<file path="config.mk">
export PLATFORM = sky130hd
export DESIGN_NAME = xfer_seq
export DESIGN_NICKNAME = d
export VERILOG_FILES = /design/src/rtl/xfer_seq_pkg.sv /design/src/rtl/stk_ptr_unit.sv /design/src/rtl/page_trap_cmp.sv /design/src/rtl/xfer_seq.sv
export SDC_FILE = /design/constraint.sdc
export NUM_CORES = 1
export LEC_CHECK = 0
export BUFFER_PORTS_ARGS = -buffer_cell sky130_fd_sc_hd__buf_2
export CELL_PAD_IN_SITES_DETAIL_PLACEMENT = 1
export CELL_PAD_IN_SITES_GLOBAL_PLACEMENT = 1
export CORE_ASPECT_RATIO = 1.4
export CORE_MARGIN = 3
export CORE_UTILIZATION = 25
export CTS_CLUSTER_SIZE = 30
export DETAILED_ROUTE_END_ITERATION = 10
export HOLD_SLACK_MARGIN = 0.08
export PLACE_DENSITY_LB_ADDON = 0.12
export SYNTH_ARGS = -nofsm -noshare
export SYNTH_HDL_FRONTEND = slang
export SYNTH_SLANG_ARGS = --single-unit
</file>
<file path="constraint.sdc">
create_clock -name clk -period 5.2 [get_ports clk]
set_input_delay 0.26 -clock clk [delete_from_list [all_inputs] [get_ports clk]]
set_output_delay 0.26 -clock clk [all_outputs]
set_load 0.05 [all_outputs]
</file>
<file path="src/rtl/xfer_seq_pkg.sv">
package xfer_seq_pkg;

    typedef enum logic [2:0] {
        OP_JUMP   = 3'd0,
        OP_CALL   = 3'd1,
        OP_RET    = 3'd2,
        OP_BRK    = 3'd3,
        OP_RTI    = 3'd4,
        OP_PUSHP  = 3'd5,
        OP_PULLP  = 3'd6,
        OP_BRANCH = 3'd7
    } xfer_op_e;

    typedef enum logic [3:0] {
        ST_RST_LO,
        ST_RST_HI,
        ST_IDLE,
        ST_PUSH_HI,
        ST_PUSH_LO,
        ST_PUSH_STS,
        ST_VEC_LO,
        ST_VEC_HI,
        ST_PULL_STS,
        ST_PULL_LO,
        ST_PULL_HI,
        ST_CHECK,
        ST_TRAP_WAIT
    } seq_state_e;

    localparam int FLG_I   = 2;
    localparam int FLG_B   = 4;
    localparam int FLG_ONE = 5;

endpackage

</file>
<file path="src/rtl/stk_ptr_unit.sv">
module stk_ptr_unit #(
    parameter int             DW       = 8,
    parameter logic [DW-1:0]  STK_PAGE = 8'h01
) (
    input  logic [DW-1:0]   sp,
    output logic [2*DW-1:0] push_addr,
    output logic [2*DW-1:0] pull_addr,
    output logic [DW-1:0]   sp_dec,
    output logic [DW-1:0]   sp_inc
);
    always_comb begin
        sp_dec    = sp - 1'b1;
        sp_inc    = sp + 1'b1;
        push_addr = {STK_PAGE, sp};
        pull_addr = {STK_PAGE, sp_inc};
    end
endmodule

</file>
<file path="src/rtl/page_trap_cmp.sv">
module page_trap_cmp #(
    parameter int DW = 8
) (
    input  logic [DW-1:0] pc_hi,
    input  logic [DW-1:0] trap_page,
    output logic          hit
);
    always_comb hit = (trap_page != '0) && (pc_hi == trap_page);
endmodule

</file>
<file path="src/rtl/xfer_seq.sv">
module xfer_seq
    import xfer_seq_pkg::*;
#(
    parameter int              DW       = 8,
    parameter logic [DW-1:0]   STK_PAGE = 8'h01,
    parameter logic [2*DW-1:0] RST_VEC  = 16'hFFFC,
    parameter logic [2*DW-1:0] BRK_VEC  = 16'hFFFE
) (
    input  logic              clk,
    input  logic              rst_n,
    input  logic              start,
    input  logic [2:0]        op,
    input  logic [2*DW-1:0]   next_pc,
    input  logic [2*DW-1:0]   target,
    input  logic [DW-1:0]     trap_page,
    input  logic              trap_ack,
    input  logic              ovr_we,
    input  logic [DW-1:0]     ovr_sp,
    input  logic [DW-1:0]     ovr_p,
    output logic [2*DW-1:0]   mem_addr,
    output logic              mem_we,
    output logic [DW-1:0]     mem_wdata,
    input  logic [DW-1:0]     mem_rdata,
    output logic [2*DW-1:0]   pc_out,
    output logic [DW-1:0]     sp_out,
    output logic [DW-1:0]     p_out,
    output logic              busy,
    output logic              done,
    output logic              trap_req
);
    localparam int AW = 2 * DW;

    seq_state_e     state, nxt;
    xfer_op_e       op_q, op_in;
    logic [AW-1:0]  pc_q, ret_q;
    logic [DW-1:0]  sp_q, p_q, lo_q;
    logic           trap_svc_q, done_q;
    logic [AW-1:0]  push_addr, pull_addr;
    logic [DW-1:0]  sp_dec, sp_inc;
    logic           page_hit;

    assign op_in = xfer_op_e'(op);

    stk_ptr_unit #(.DW(DW), .STK_PAGE(STK_PAGE)) u_sp (
        .sp        (sp_q),
        .push_addr (push_addr),
        .pull_addr (pull_addr),
        .sp_dec    (sp_dec),
        .sp_inc    (sp_inc)
    );

    page_trap_cmp #(.DW(DW)) u_trap (
        .pc_hi     (pc_q[AW-1:DW]),
        .trap_page (trap_page),
        .hit       (page_hit)
    );

    // State register
    always_ff @(posedge clk) begin
        if (!rst_n) state <= ST_RST_LO;
        else        state <= nxt;
    end

    // Next-state selection
    always_comb begin
        nxt = state;
        unique case (state)
            ST_RST_LO:   nxt = ST_RST_HI;
            ST_RST_HI:   nxt = ST_IDLE;
            ST_IDLE: begin
                if (start) begin
                    unique case (op_in)
                        OP_JUMP:          nxt = ST_CHECK;
                        OP_BRANCH:        nxt = ST_IDLE;
                        OP_CALL, OP_BRK:  nxt = ST_PUSH_HI;
                        OP_PUSHP:         nxt = ST_PUSH_STS;
                        OP_RET:           nxt = ST_PULL_LO;
                        OP_RTI, OP_PULLP: nxt = ST_PULL_STS;
                        default:          nxt = ST_IDLE;
                    endcase
                end
            end
            ST_PUSH_HI:  nxt = ST_PUSH_LO;
            ST_PUSH_LO:  nxt = (op_q == OP_BRK) ? ST_PUSH_STS : ST_CHECK;
            ST_PUSH_STS: nxt = (op_q == OP_BRK) ? ST_VEC_LO : ST_IDLE;
            ST_VEC_LO:   nxt = ST_VEC_HI;
            ST_VEC_HI:   nxt = ST_CHECK;
            ST_PULL_STS: nxt = (op_q == OP_RTI) ? ST_PULL_LO : ST_IDLE;
            ST_PULL_LO:  nxt = ST_PULL_HI;
            ST_PULL_HI:  nxt = trap_svc_q ? ST_IDLE : ST_CHECK;
            ST_CHECK:    nxt = page_hit ? ST_TRAP_WAIT : ST_IDLE;
            ST_TRAP_WAIT: nxt = trap_ack ? ST_PULL_LO : ST_TRAP_WAIT;
            default:     nxt = ST_IDLE;
        endcase
    end

    // Outputs
    always_comb begin
        mem_addr  = '0;
        mem_we    = 1'b0;
        mem_wdata = '0;
        unique case (state)
            ST_RST_LO:   mem_addr = RST_VEC;
            ST_RST_HI:   mem_addr = RST_VEC + 1'b1;
            ST_VEC_LO:   mem_addr = BRK_VEC;
            ST_VEC_HI:   mem_addr = BRK_VEC + 1'b1;
            ST_PUSH_HI: begin
                mem_addr  = push_addr;
                mem_we    = 1'b1;
                mem_wdata = ret_q[AW-1:DW];
            end
            ST_PUSH_LO: begin
                mem_addr  = push_addr;
                mem_we    = 1'b1;
                mem_wdata = ret_q[DW-1:0];
            end
            ST_PUSH_STS: begin
                mem_addr  = push_addr;
                mem_we    = 1'b1;
                mem_wdata = p_q | (DW'(1) << FLG_ONE);
            end
            ST_PULL_STS, ST_PULL_LO, ST_PULL_HI: mem_addr = pull_addr;
            default: ;
        endcase
        busy     = (state != ST_IDLE);
        trap_req = (state == ST_TRAP_WAIT);
        done     = done_q;
        pc_out   = pc_q;
        sp_out   = sp_q;
        p_out    = p_q;
    end

    // Architectural registers
    always_ff @(posedge clk) begin
        if (!rst_n) begin
            pc_q       <= '0;
            sp_q       <= '0;
            p_q        <= '0;
            op_q       <= OP_JUMP;
            ret_q      <= '0;
            lo_q       <= '0;
            trap_svc_q <= 1'b0;
            done_q     <= 1'b0;
        end else begin
            done_q <= (nxt == ST_IDLE) && ((state != ST_IDLE) || start);
            unique case (state)
                ST_RST_LO: pc_q[DW-1:0]  <= mem_rdata;
                ST_RST_HI: pc_q[AW-1:DW] <= mem_rdata;
                ST_IDLE: begin
                    if (start) begin
                        op_q       <= op_in;
                        ret_q      <= next_pc + 1'b1;
                        trap_svc_q <= 1'b0;
                        pc_q       <= (op_in == OP_PUSHP || op_in == OP_PULLP) ? next_pc : target;
                        if (op_in == OP_BRK) p_q[FLG_B] <= 1'b1;
                    end
                end
                ST_PUSH_HI, ST_PUSH_LO: sp_q <= sp_dec;
                ST_PUSH_STS: begin
                    sp_q <= sp_dec;
                    if (op_q == OP_BRK) p_q[FLG_I] <= 1'b1;
                end
                ST_VEC_LO: pc_q[DW-1:0]  <= mem_rdata;
                ST_VEC_HI: pc_q[AW-1:DW] <= mem_rdata;
                ST_PULL_STS: begin
                    sp_q <= sp_inc;
                    p_q  <= mem_rdata;
                end
                ST_PULL_LO: begin
                    sp_q <= sp_inc;
                    lo_q <= mem_rdata;
                end
                ST_PULL_HI: begin
                    sp_q <= sp_inc;
                    if (op_q == OP_RTI && !trap_svc_q) pc_q <= {mem_rdata, lo_q};
                    else                               pc_q <= {mem_rdata, lo_q} + 1'b1;
                end
                ST_TRAP_WAIT: begin
                    if (ovr_we) begin
                        sp_q <= ovr_sp;
                        p_q  <= ovr_p;
                    end
                    if (trap_ack) trap_svc_q <= 1'b1;
                end
                default: ;
            endcase
        end
    end
endmodule

</file>
Word-level counts from Yosys, hierarchy flattened
Memories as Yosys holds them, arrays and structs flattened. Index checks and enable logic that the tools add are counted.

Flip-flop bits (word level): 65. Bits in latches: 0. Memory bits (writable): 0. ROM bits: 32. Input bits: 72. Output and inout port bits: 60. Word-level logic and storage cells: 99. Memories kept: 1.

Add/sub/neg operators: 4. Multiply operators: 0. Div/mod/pow operators: 0. $lt $le $gt $ge: 0. Eq/ne operators: 25. Shifts and indexed selects: 0. Muxes and demuxes: 30. Bitwise logic cells: 0. Reductions and logical operators: 27.

Memory list: (name not given) (depth 8, width 4, rd ports 1, clocked after memory_dff 0, write ports 0, line xfer_seq.sv:72) `unique case (op_in)`.

Operator list (count): case mux 16 bit (6 select lines) (1); case mux 8 bit (3 select lines) (4); 2-to-1 mux 16 bit (3); case mux 4 bit (12 select lines) (1); adder 16 x 1 -> 16 bit (second input constant) (2); == test 4 bit (second input constant) (5); 2-to-1 mux 4 bit (5); == test 4 x 3 -> 1 bit (second input constant) (4); 2-to-1 mux 8 bit (2); nonzero test 3 bit (5); == test 4 x 2 -> 1 bit (second input constant) (3); inequality test 2 bit (second input constant) (5); AND reduction 2 bit (5); == test 3 bit (second input constant) (3); adder 8 x 1 -> 8 bit (second input constant) (1); == test 8 bit (1); nonzero test 8 bit (1); subtractor 8 x 1 -> 8 bit (second input constant) (1); == test 3 x 2 -> 1 bit (second input constant) (2); 2-to-1 mux 1 bit (6); 2-to-1 mux 3 bit (2); case mux 1 bit (3 select lines) (2); case mux 3 bit (2 select lines) (1); AND reduction 3 bit (2); 12 further kinds (19).

Logic depth before layout (Yosys ltp)
Gate-level depths: netlist (run 1).

Depth in word-level cells: 6. Mapped depth: 8. Gate-level depth less buffers: 7.

Cells and area by module
Synthesis (run 1) repeated with hierarchy kept, for this count alone.

Cell total of the unflattened synthesis: 687. Area, all modules: 5455.2 µm².

By module, submodules not included: xfer_seq (instances 1, cells each 606, area an instance 4839.6 µm², seq. area each 1301.2 µm²); stk_ptr_unit (instances 1, cells each 68, area an instance 505.5 µm², seq. area each 0.0 µm²); page_trap_cmp (instances 1, cells each 13, area an instance 110.1 µm², seq. area each 0.0 µm²).

Worst setup path after synthesis (run 1)
No wires, ideal clock.

Path kind: register to output. From: register state[3]. To: output port mem_addr[3]. Arrival time: 2.916 ns. Required time: 4.940 ns. Path slack: 2.024 ns. Stages on the path, launching flop included: 5. Path buffers: 1. Cells stage by stage: dfxtp_1 buf_2 nor2b_1 nand2_1 o311ai_0.

Cells in the longest elaborated chain, start to end: 3.

RTL lines: start, declared (line xfer_seq.sv:33) `seq_state_e state, nxt;`; start signal, assigned (line xfer_seq.sv:61) `else state <= nxt;`; == test 4 bit, or another cell as far along (line xfer_seq.sv:102) `unique case (state)`; OR reduction 3 bit (no line); case mux 16 bit (6 select lines) (*) (line xfer_seq.sv:102); end, declared (line xfer_seq.sv:20) `output logic [2*DW-1:0] mem_addr,`.

Every way passes the cells marked *; elsewhere a longest branch is shown, timed or not.

Final worst setup path (run 1)
From: register state[0]. To: output port mem_wdata[1].

Cells in the longest elaborated chain, start to end: 2.

RTL lines: == test 4 x 3 -> 1 bit / == test 4 x 2 -> 1 bit (equally long branches) (line xfer_seq.sv:102); case mux 8 bit (3 select lines) (*) (line xfer_seq.sv:102); end, declared (line xfer_seq.sv:22) `output logic [DW-1:0] mem_wdata,`.

Marked as above.

==> results by group, run 1 <==
Worst setup path
  • Crit Path Max Fanout: 18
  • CP required: 4.94 ns
  • Crit-path slowest cell: nor3_1
  • CP startpoint kind: flop
  • Worst Setup Path Type: reg2out
  • CP Cell Sequence: nand2_1 > nor3_1 > a222oi_1 > inv_1 > buf_2
  • Arrival time at the worst endpoint: 2.92 ns
  • Bufs and invs on worst path: 2
  • Crit. Startpoint: state[0]
  • CP peak stage delay: 0.89 ns
  • CP top delay family: simple AND/OR/NAND/NOR gates
  • Crit end category: primary output
  • Reg2Reg Launch Point: state[0]

Floorplanning
  • Die Height: 163 um
  • Core Box Area: 0.0171 mm^2
  • Cell Rows: 56
  • Boundary pin count: 132
  • Die width: 118 um
  • Initial Util: 25.9%
  • Die ar.: 0.0194 mm^2

Pwr
  • Leak: 2.27 nW
  • Power consumption: 3.25 mW
  • Max rail drop VDD: 0.219 mV
  • PD cells: 583 mW/mm^2

Detailed routing
  • Final WL: 18.6 mm
  • Via count: 4,902
  • First DRT Iteration DRCs: 225
  • # DRC: 0
  • TritonRoute pass-1 iters: 4
  • WL per Instance: 20.2 um
  • ANT nets after route: 0
  • Vias/cell: 5.32

STA
  • Max-slew headroom: 15.4%
  • Max Clock Freq: 314 MHz
  • Number of setup violations in the final report: 0
  • Final setup TNS: 0 ns
  • Final Cycle Share: 61.2%
  • RSZ-0062 raised after global routing: no
  • Slew Limit Fails: 0
  • Final Hold Fails: 0
  • Final Critical Period: 3.18 ns
  • Worst-Margin Slew: 1.27 ns
  • Final clock skew: 0.00679 ns

Job
  • Max-cap violations: 0

Hold path
  • Hold_sp: next_pc[0]
  • Hold Crit Class: in2reg

Finish
  • ANT cells: 0
  • Fin nets: 760
  • Final Util: 32.6%
  • Share of cells above drive strength 1: 26.9%
  • Area Growth Syn to Fin: 25.9%
  • Fillers: 2,154
  • Non-Filler Instances: 921

Global route
  • Vias in the first global route: 5,177
  • Pin count of the biggest net entering global routing: 36
  • Grt ovf: 0
  • Initial antenna violation count: 0
  • First-pass GRT wire length: 28.8 mm
  • Tot GR Track Use: 18.8%

Placed design
  • Routability cong.: 0.872
  • DP HPWL: 14.6 mm
  • PortBufs: 131
  • DP Cell Count: 905

Synthesis
  • Async S/R FF share, synth: 0%
  • Mean Syn Cell Area: 7.71 um^2
  • Post-synth EDFFs: 0
  • Synth warnings: 0
  • Commonest register cell after synthesis: dfxtp_1
  • Syn Std Cell Area: 0.00443 mm^2
  • Synthesized instance count: 574
  • Synth unique cells: 68
  • Syn_nets: 650
  • Synth Register Bits: 65
  • Sequential fraction of the synthesis area: 29.4%

CTS
  • Clock Tree Buf Depth: 2
  • Cts hold-fix bufs: 0
  • Clock Pin Slew Worst Setup and Hold Paths: 0.06 ns
  • Clk sink count: 65
  • Post-CTS setup buffers: 0
  • CTS HTree Levels: 3
  • Clock tree root buffer cell: clkbuf_16
  • Clock Latency Late Sink: 0.33 ns
  • PostCTS Resize Cnt: 0
  • CTS tree: yes
  • Total clock buffers created by CTS: 9

Run status
  • Outcome: complete, no violations
## logic make-up after synthesis
kind of cell | count (synthesis) | share of synthesized area [%]
compound gates | 180 | 27.2
xor+xnor | 36 | 7.12
fa+ha+maj | 4 | 1.13
buf+inv | 63 | 6.02
flops | 65 | 29.4
mux | 25 | 6.10
simple gates | 201 | 23.0
## synthesized netlist by cell type (all sizes together), types with 3 or more instances
cell | instances | area, um^2
o21ai | 39 | 195
xnor2 | 7 | 61.3
or3 | 6 | 47.5
a21oi | 37 | 189
o22ai | 11 | 68.8
nor4bb | 3 | 30.0
and2 | 3 | 18.8
xor2 | 29 | 254
mux2i | 9 | 90.1
nor2 | 40 | 150
o211ai | 5 | 37.5
buf | 15 | 86.3
nand4 | 5 | 31.3
nor3 | 15 | 85.1
inv | 20 | 75.1
nand3b | 3 | 22.5
a222oi | 7 | 70.1
a211oi | 16 | 120
or2 | 3 | 18.8
nand3 | 16 | 80.1
a22oi | 13 | 97.6
dfxtp | 65 | 1300
a221oi | 5 | 43.8
nand2b | 9 | 56.3
nand2 | 69 | 259
clkbuf | 27 | 101
o311a | 4 | 40.0
nor4b | 5 | 43.8
nor4 | 8 | 50.1
a31oi | 16 | 100
and3 | 5 | 31.3
ha | 4 | 50.1
mux2 | 16 | 180
## layer usage
metal  vias up  share of wire [%]  global-route usage [%]  wire, um
li1       2352                  -                       -         -
met1      2370                 43                    22.2      7940
met2       148                 50                    33.6      9330
met3        32                3.8                    2.67       703
met4         0                3.3                    8.43       605
met5         -                  0                       0         0
## area by class of cell
cell class | count | area (um^2) | area share, %
sequential | 65 | 1300 | 23.3
clock inverter | 5 | 56.3 | 1.01
inverter | 21 | 78.8 | 1.41
clock buffer | 11 | 233 | 4.18
tap | 232 | 290 | 5.21
timing repair buffer | 141 | 731 | 13.1
multi-input combinational | 446 | 2880 | 51.7
## worst paths after layout
kind	endpoint	slack (ns)	cells after the start
worst max-delay path	mem_wdata[1]	2.02	5
worst min-delay path	ret_q[0]	0.19	2
worst max register to register	p_out[4]	2.44	7
worst min register to register	ret_q[1]	0.47	2
## per-stage QoR
step	hold slack, ns	worst slack (ns)	cell area, um^2
after floorplan	0.356	2.02	4430
after global placement	0.463	2.53	5290
after global routing	0.170	1.82	5570
after CTS	0.174	2.00	5570
final	0.195	2.02	5570
after detailed placement	0.461	2.38	5290
## registers in the layout, summed over array words and instances (netlist names)
register / cells
done: 1
lo_q: 8
op_q: 3
p_out: 8
pc_out: 16
ret_q: 16
sp_out: 8
state: 4
trap_svc_q: 1
## placed cells by master, fill, tap and decap left out, types with 3 or more instances in the layout
cell,n
inv_1,20
ha_1,4
o21ai_0,39
o22ai_1,11
clkbuf_16,9
and3_1,5
or2_2,3
and2_1,3
a221oi_1,5
a22oi_1,13
xor2_1,29
nor2_1,39
or3_1,4
o211ai_1,5
a211oi_1,16
nor4b_1,5
nand3_1,16
nand3b_1,3
nand2_1,69
buf_4,10
buf_2,131
xnor2_1,7
a222oi_1,7
nor4_1,8
mux2_2,16
a21oi_1,36
nand4_1,5
mux2i_1,9
o311a_1,4
nand2b_1,9
a31oi_1,16
nor3_1,13
dfxtp_1,65
## report_power, final
part	internal [mW]	switching [mW]	leakage (nW)	total [mW]
Sequential	0.623	0.136	0.530	0.759
Combinational	0.538	1.35	1.60	1.89
Clock	0.371	0.231	0.139	0.602
Total	1.53	1.72	2.27	3.25
(Power assumes the default switching activity.)
==> run 2, diff against run 1 <==
==> constraint.sdc (replaced) <==
create_clock -name clk -period 2.6 [get_ports clk]
set_input_delay 0.13 -clock clk [delete_from_list [all_inputs] [get_ports clk]]
set_output_delay 0.13 -clock clk [all_outputs]
set_load 0.05 [all_outputs]
==> results by group, run 2 (same netlist as run 1, synthesis figures left out) <==
Finish
  • Fillers: 2,167 (was 2,154)
  • Share of cells above drive strength 1: 29.2% (was 26.9%)
  • ANT cells: 0 (unchanged)
  • Non-Filler Instances: 941 (was 921)
  • Area Growth Syn to Fin: 31.3% (was 25.9%)
  • Commonest non-fill, non-tap cells in the layout: buf_2 (131), nand2_1 (69), dfxtp_1 (63) (was buf_2 (131), nand2_1 (69), dfxtp_1 (65))
  • Fin nets: 780 (was 760)
  • Most common cell after layout, fill and taps aside: buf_2 (unchanged)

STA
  • Final worst slack: 0.213 ns (was 2.02 ns)
  • Max Clock Freq: 419 MHz
  • Number of setup violations in the final report: 0 (unchanged)
  • Final clock skew: 0.00674 ns (was 0.00679 ns)
  • Final Critical Period: 2.39 ns
  • Slew Limit Fails: 0 (unchanged)
  • Max-slew headroom: 43.1% (was 15.4%)
  • Final Cycle Share: 91.8%
  • Final Hold Fails: 0 (unchanged)
  • Final setup TNS: 0 ns (unchanged)
  • RSZ-0062 raised after global routing: no (unchanged)
  • Worst-Margin Slew: 0.845 ns (was 1.27 ns)

Worst setup path
  • CP peak stage delay: 0.48 ns (was 0.89 ns)
  • CP Cell Sequence: ha_1 > and3_1 > nand3_1 > or3_1 > o211ai_1 > buf_2 (was nand2_1 > nor3_1 > a222oi_1 > inv_1 > buf_2)
  • CP required: 2.47 ns (was 4.94 ns)
  • CP startpoint kind: flop (unchanged)
  • Crit end category: primary output (unchanged)
  • Setup slack, reg-to-reg: 0.35 ns (was 2.44 ns)
  • Worst Setup Path Type: reg2out (unchanged)
  • Arrival time at the worst endpoint: 2.26 ns (was 2.92 ns)
  • Worst reg2reg path depth: 7 (unchanged)
  • Bufs and invs on worst path: 1 (was 2)
  • Crit Path Max Fanout: 9 (was 18)
  • CP top delay family: simple AND/OR/NAND/NOR gates (unchanged)
  • FF-to-FF End: done (was p_out[4])
  • Reg2Reg Launch Point: state[3] (was state[0])
  • Crit-path slowest cell: dfxtp_1 (was nor3_1)

Global route
  • Initial antenna violation count: 0 (unchanged)
  • Tot GR Track Use: 19.8% (was 18.8%)
  • First-pass GRT wire length: 30.1 mm (was 28.8 mm)
  • Grt ovf: 0 (unchanged)
  • Vias in the first global route: 5,328 (was 5,177)
  • Pin count of the biggest net entering global routing: 34 (was 36)

Pwr
  • PD cells: 1190 mW/mm^2 (was 583 mW/mm^2)
  • Leak: 2.40 nW (was 2.27 nW)
  • Power consumption: 6.91 mW (was 3.25 mW)
  • Max rail drop VDD: 0.324 mV (was 0.219 mV)

Placed design
  • DP Cell Count: 921 (was 905)
  • Routability cong.: 0.905 (was 0.872)
  • PortBufs: 131 (unchanged)
  • DP HPWL: 15.3 mm (was 14.6 mm)
  • DP Worst Slack: 0.273 ns (was 2.38 ns)

Detailed routing
  • First DRT Iteration DRCs: 297 (was 225)
  • # DRC: 0 (unchanged)
  • Vias/cell: 5.38 (was 5.32)
  • WL per Instance: 20.7 um (was 20.2 um)
  • Via count: 5,067 (was 4,902)
  • ANT nets after route: 0 (unchanged)
  • Final WL: 19.5 mm (was 18.6 mm)
  • TritonRoute pass-1 iters: 5 (was 4)

CTS
  • CTS HTree Levels: 3 (unchanged)
  • Post-CTS setup buffers: 0 (unchanged)
  • Total clock buffers created by CTS: 9 (unchanged)
  • Clock Tree Buf Depth: 2 (unchanged)
  • Clock tree root buffer cell: clkbuf_16 (unchanged)
  • Clock Latency Late Sink: 0.33 ns (about the same)
  • Clock Pin Slew Worst Setup and Hold Paths: 0.06 ns (about the same)
  • CTS tree: yes (unchanged)
  • Clk sink count: 65 (unchanged)

Hold path
  • WHS Path Cells: 3 (was 2)
  • Hold_sp: op[2] (was next_pc[0])
  • Hold Crit Class: in2reg (unchanged)
  • Hold endpoint: op_q[2] (was ret_q[0])

Floorplanning
  • Die width: 118 um (unchanged)
  • Die ar.: 0.0194 mm^2 (unchanged)
  • Initial Util: 25.9% (unchanged)
  • Cell Rows: 56 (unchanged)
  • Die Height: 163 um (unchanged)
  • Boundary pin count: 132 (unchanged)
  • Core Box Area: 0.0171 mm^2 (unchanged)

Run status
  • Outcome: complete, no violations (unchanged)

Job
  • Max-cap violations: 0 (unchanged)
-- run 2: through the flow --
stage | hold WS, ns | cell area, um^2 | utilization, %
CTS | 0.102 | 5810 | 34.0
detailed placement | 0.400 | 5420 | 31.7
finish | 0.117 | 5810 | 34.0
floorplan | 0.226 | 4440 | -
global route | 0.130 | 5810 | 34.0
global placement | 0.395 | 5420 | 31.7
-- run 2: worst max-delay path by stage --
| stage | startpoint | endpoint | slack [ns] | cells past startpoint |
|---|---|---|---|---|
| 3_3_place_gp | state[0] | done | 0.31 | 7 |
| 5_1_grt | sp_out[1] | mem_addr[6] | 0.06 | 6 |
| 3_5_place_dp | state[0] | done | 0.27 | 7 |
| 2_1_floorplan | state[0] | mem_addr[6] | 0.11 | 6 |
| 4_1_cts | state[1] | mem_addr[5] | 0.03 | 6 |
| 6_report | sp_out[0] | mem_addr[6] | 0.21 | 6 |
-- run 2: per-layer routing --
| metal | vias up | share of wire [%] | track usage (%) |
|---|---|---|---|
| met3 | 32 | 4.2 | 3.08 |
| met4 | 0 | 2.7 | 7.12 |
| li1 | 2398 | - | - |
| met2 | 155 | 51 | 36.4 |
| met1 | 2482 | 42 | 23.2 |
| met5 | - | 0 | 0 |
-- run 2: worst register-to-register path, cell delays in order, from the launching register on --
cell and delay (ns):
dfxtp_1 0.59, buf_4 0.26, nor3_2 0.08, inv_1 0.14
a211oi_1 0.08, nor4_1 0.54, nand3_1 0.14, nor4b_1 0.30
-- run 2: final cells by class --
class | instances | area, um^2 | area share, %
Clock inverter | 7 | 124 | 2.13
Sequential cell | 65 | 1300 | 22.4
Clock buffer | 9 | 225 | 3.87
Multi-Input combinational cell | 446 | 2900 | 49.9
Inverter | 21 | 78.8 | 1.36
Timing Repair Buffer | 161 | 891 | 15.3
Tap cell | 232 | 290 | 4.99
-- run 2: report_power, final --
group | internal (mW) | leakage, nW | switching (mW)
clock | 0.947 | 0.167 | 0.507
sequential | 1.25 | 0.531 | 0.322
combinational | 1.17 | 1.70 | 2.71
total | 3.37 | 2.40 | 3.54
-- run 2: timing repair --
item	4_1_cts	5_1_grt
hold buffers	4	0
resized for setup	1	2
setup endpoints to repair	1	6
endpoints found under the hold margin	4	0
==> run 3, diff against run 2 <==
--- a/config.mk
+++ b/config.mk
@@ -10,11 +10,13 @@
 export CELL_PAD_IN_SITES_GLOBAL_PLACEMENT = 1
 export CORE_ASPECT_RATIO = 1.4
 export CORE_MARGIN = 3
-export CORE_UTILIZATION = 25
+export CORE_UTILIZATION = 34
 export CTS_CLUSTER_SIZE = 30
 export DETAILED_ROUTE_END_ITERATION = 10
+export GPL_TIMING_DRIVEN = 0
 export HOLD_SLACK_MARGIN = 0.08
 export PLACE_DENSITY_LB_ADDON = 0.12
 export SYNTH_ARGS = -nofsm -noshare
 export SYNTH_HDL_FRONTEND = slang
 export SYNTH_SLANG_ARGS = --single-unit
+export TNS_END_PERCENT = 50
==> results by group, run 3 (same netlist as run 1, synthesis figures left out) <==
Pwr
  • Leak: 2.34 nW (was 2.40 nW)
  • Power consumption: 6.76 mW (was 6.91 mW)
  • Max rail drop VDD: 0.502 mV (was 0.324 mV)
  • PD cells: 1200 mW/mm^2 (was 1190 mW/mm^2)

Detailed routing
  • # DRC: 0 (unchanged)
  • ANT nets after route: 0 (unchanged)
  • First DRT Iteration DRCs: 200 (was 297)
  • Via count: 5,131 (was 5,067)
  • Vias/cell: 5.89 (was 5.38)
  • TritonRoute pass-1 iters: 5 (unchanged)
  • Final WL: 18.7 mm (was 19.5 mm)
  • WL per Instance: 21.5 um (was 20.7 um)

Worst setup path
  • Crit Path Max Fanout: 10 (was 9)
  • Cell mode on critical path: buf_2
  • CP required: 2.47 ns (about the same)
  • CP top delay family: buffers and inverters (was simple AND/OR/NAND/NOR gates)
  • Bufs and invs on worst path: 4 (was 1)
  • CP Cell Sequence: buf_2 > nor4bb_1 > buf_2 > buf_2 > buf_2 (was ha_1 > and3_1 > nand3_1 > or3_1 > o211ai_1 > buf_2)
  • Crit-path slowest cell: nor4bb_1 (was dfxtp_1)
  • Worst reg2reg path depth: 6 (was 7)
  • Worst Setup Path Type: reg2out (unchanged)
  • Stages on the worst setup path: 5 (was 6)
  • CP startpoint kind: flop (unchanged)
  • Arrival time at the worst endpoint: 2.40 ns (was 2.26 ns)
  • Crit end category: primary output (unchanged)
  • CP peak stage delay: 0.49 ns (was 0.48 ns)

CTS
  • Clock Tree Buf Depth: 2 (unchanged)
  • Clock Pin Slew Worst Setup and Hold Paths: 0.06 ns (about the same)
  • CTS tree: yes (unchanged)
  • Clock Latency Late Sink: 0.34 ns (was 0.33 ns)
  • Clock tree root buffer cell: clkbuf_16 (unchanged)
  • CTS HTree Levels: 3 (unchanged)
  • Clk sink count: 65 (unchanged)
  • Post-CTS setup buffers: 0 (unchanged)
  • Total clock buffers created by CTS: 9 (unchanged)

Finish
  • Commonest non-fill, non-tap cells in the layout: buf_2 (135), nand2_1 (68), dfxtp_1 (65) (was buf_2 (131), nand2_1 (69), dfxtp_1 (63))
  • Area Growth Syn to Fin: 27.4% (was 31.3%)
  • Non-Filler Instances: 871 (was 941)
  • Fin nets: 792 (was 780)
  • ANT cells: 0 (unchanged)
  • Share of cells above drive strength 1: 27.6% (was 29.2%)
  • Post-route design area: 0.00564 mm^2 (was 0.00581 mm^2)
  • Most common cell after layout, fill and taps aside: buf_2 (unchanged)

Floorplanning
  • Core Box Area: 0.0126 mm^2 (was 0.0171 mm^2)
  • Die width: 102 um (was 118 um)
  • Boundary pin count: 132 (unchanged)
  • Initial Util: 35.3% (was 25.9%)
  • Die Height: 141 um (was 163 um)
  • Cell Rows: 48 (was 56)
  • Die ar.: 0.0144 mm^2 (was 0.0194 mm^2)

Placed design
  • Placed inst area: 0.00527 mm^2 (was 0.00542 mm^2)
  • DP HPWL: 14.8 mm (was 15.3 mm)
  • DP Cell Count: 853 (was 921)
  • PortBufs: 128 (was 131)
  • Routability cong.: 0.900 (was 0.905)

STA
  • Final Cycle Share: 97.5% (was 91.8%)
  • Slew Limit Fails: 0 (unchanged)
  • RSZ-0062 raised after global routing: yes (was no)
  • Worst-Margin Slew: 0.867 ns (was 0.845 ns)
  • Final Critical Period: 2.53 ns (was 2.39 ns)
  • Number of setup violations in the final report: 0 (unchanged)
  • Max Clock Freq: 395 MHz (was 419 MHz)
  • Final clock skew: 0.00583 ns (was 0.00674 ns)
  • Final Hold Fails: 0 (unchanged)
  • WHS: 0.0939 ns (was 0.117 ns)
  • Max-slew headroom: 41.7% (was 43.1%)

Global route
  • Vias in the first global route: 5,360 (was 5,328)
  • Tot GR Track Use: 25.8% (was 19.8%)
  • Initial antenna violation count: 0 (unchanged)
  • First-pass GRT wire length: 28.8 mm (was 30.1 mm)
  • Grt ovf: 0 (unchanged)
  • Pin count of the biggest net entering global routing: 12 (was 34)

Hold path
  • WHS Path Cells: 3 (unchanged)
  • Hold Crit Class: in2reg (unchanged)

Job
  • Max-cap violations: 0 (unchanged)

Run status
  • Outcome: complete, no violations (unchanged)
[run 3: changes by cell type in the layout (fill, tap and decap cells not counted), sizes merged]
| cell | previous run | this run |
|---|---|---|
| inv | 23 | 20 |
| dlygate4sd3 | 4 | 2 |
| buf | 157 | 142 |
| clkbuf | 9 | 40 |
| clkinv | 1 | 4 |
| bufinv | 3 | 1 |
[run 3: worst paths after layout]
check	from	end	slack, ns
max	state[2]	trap_req	0.07
min	op[1]	op_q[1]	0.09
max reg2reg	state[1]	pc_out[5]	0.24
min reg2reg	ret_q[1]	ret_q[1]	0.49
[run 3: area by class of cell]
type,count,area [um^2]
Fill cell,1596,6910
Multi-Input combinational cell,446,2920
Sequential cell,65,1300
Timing Repair Buffer,131,666
Clock buffer,11,233
Buffer,42,199
Tap cell,150,188
Inverter,21,78.8
Clock inverter,5,56.3
[run 3: metal layers]
metal,vias up,part of all wire (%),GRT usage [%]
li1,2421,-,-
met4,0,4.8,12.7
met5,-,0,0
met2,180,51,44.8
met3,55,4.5,4.21
met1,2475,40,29.9
[run 3: what timing repair did]
action	in CTS	in global routing
hold buffers	2	0
gates resized for setup	5	17
setup endpoints to repair	15	37
endpoints found under the hold margin	2	0
gates cloned	0	0
[run 3: metrics by stage]
| step | util, % | setup slack, ns | TNS, ns |
|---|---|---|---|
| 2_1_floorplan | - | 0.105 | 0 |
| 3_3_place_gp | 42.0 | -0.0449 | -0.157 |
| 3_5_place_dp | 42.0 | -0.0534 | -0.216 |
| 4_1_cts | 44.6 | -0.121 | -0.707 |
| 5_1_grt | 44.9 | -0.0491 | -0.113 |
| 6_report | 44.9 | 0.0655 | 0 |
[run 3: worst register-to-register path: stages, from the launching register on]
cell	delay, ns
dfxtp_1	0.40
buf_2	0.25
nor4bb_1	0.52
clkbuf_1	0.35
clkbuf_1	0.39
nand2_1	0.18
a31oi_1	0.21
[run 3: report_power, final]
| part | total [mW] | switching (mW) | internal (mW) |
|---|---|---|---|
| logic | 4.07 | 2.88 | 1.20 |
| registers | 1.47 | 0.227 | 1.25 |
| clock network | 1.21 | 0.468 | 0.741 |
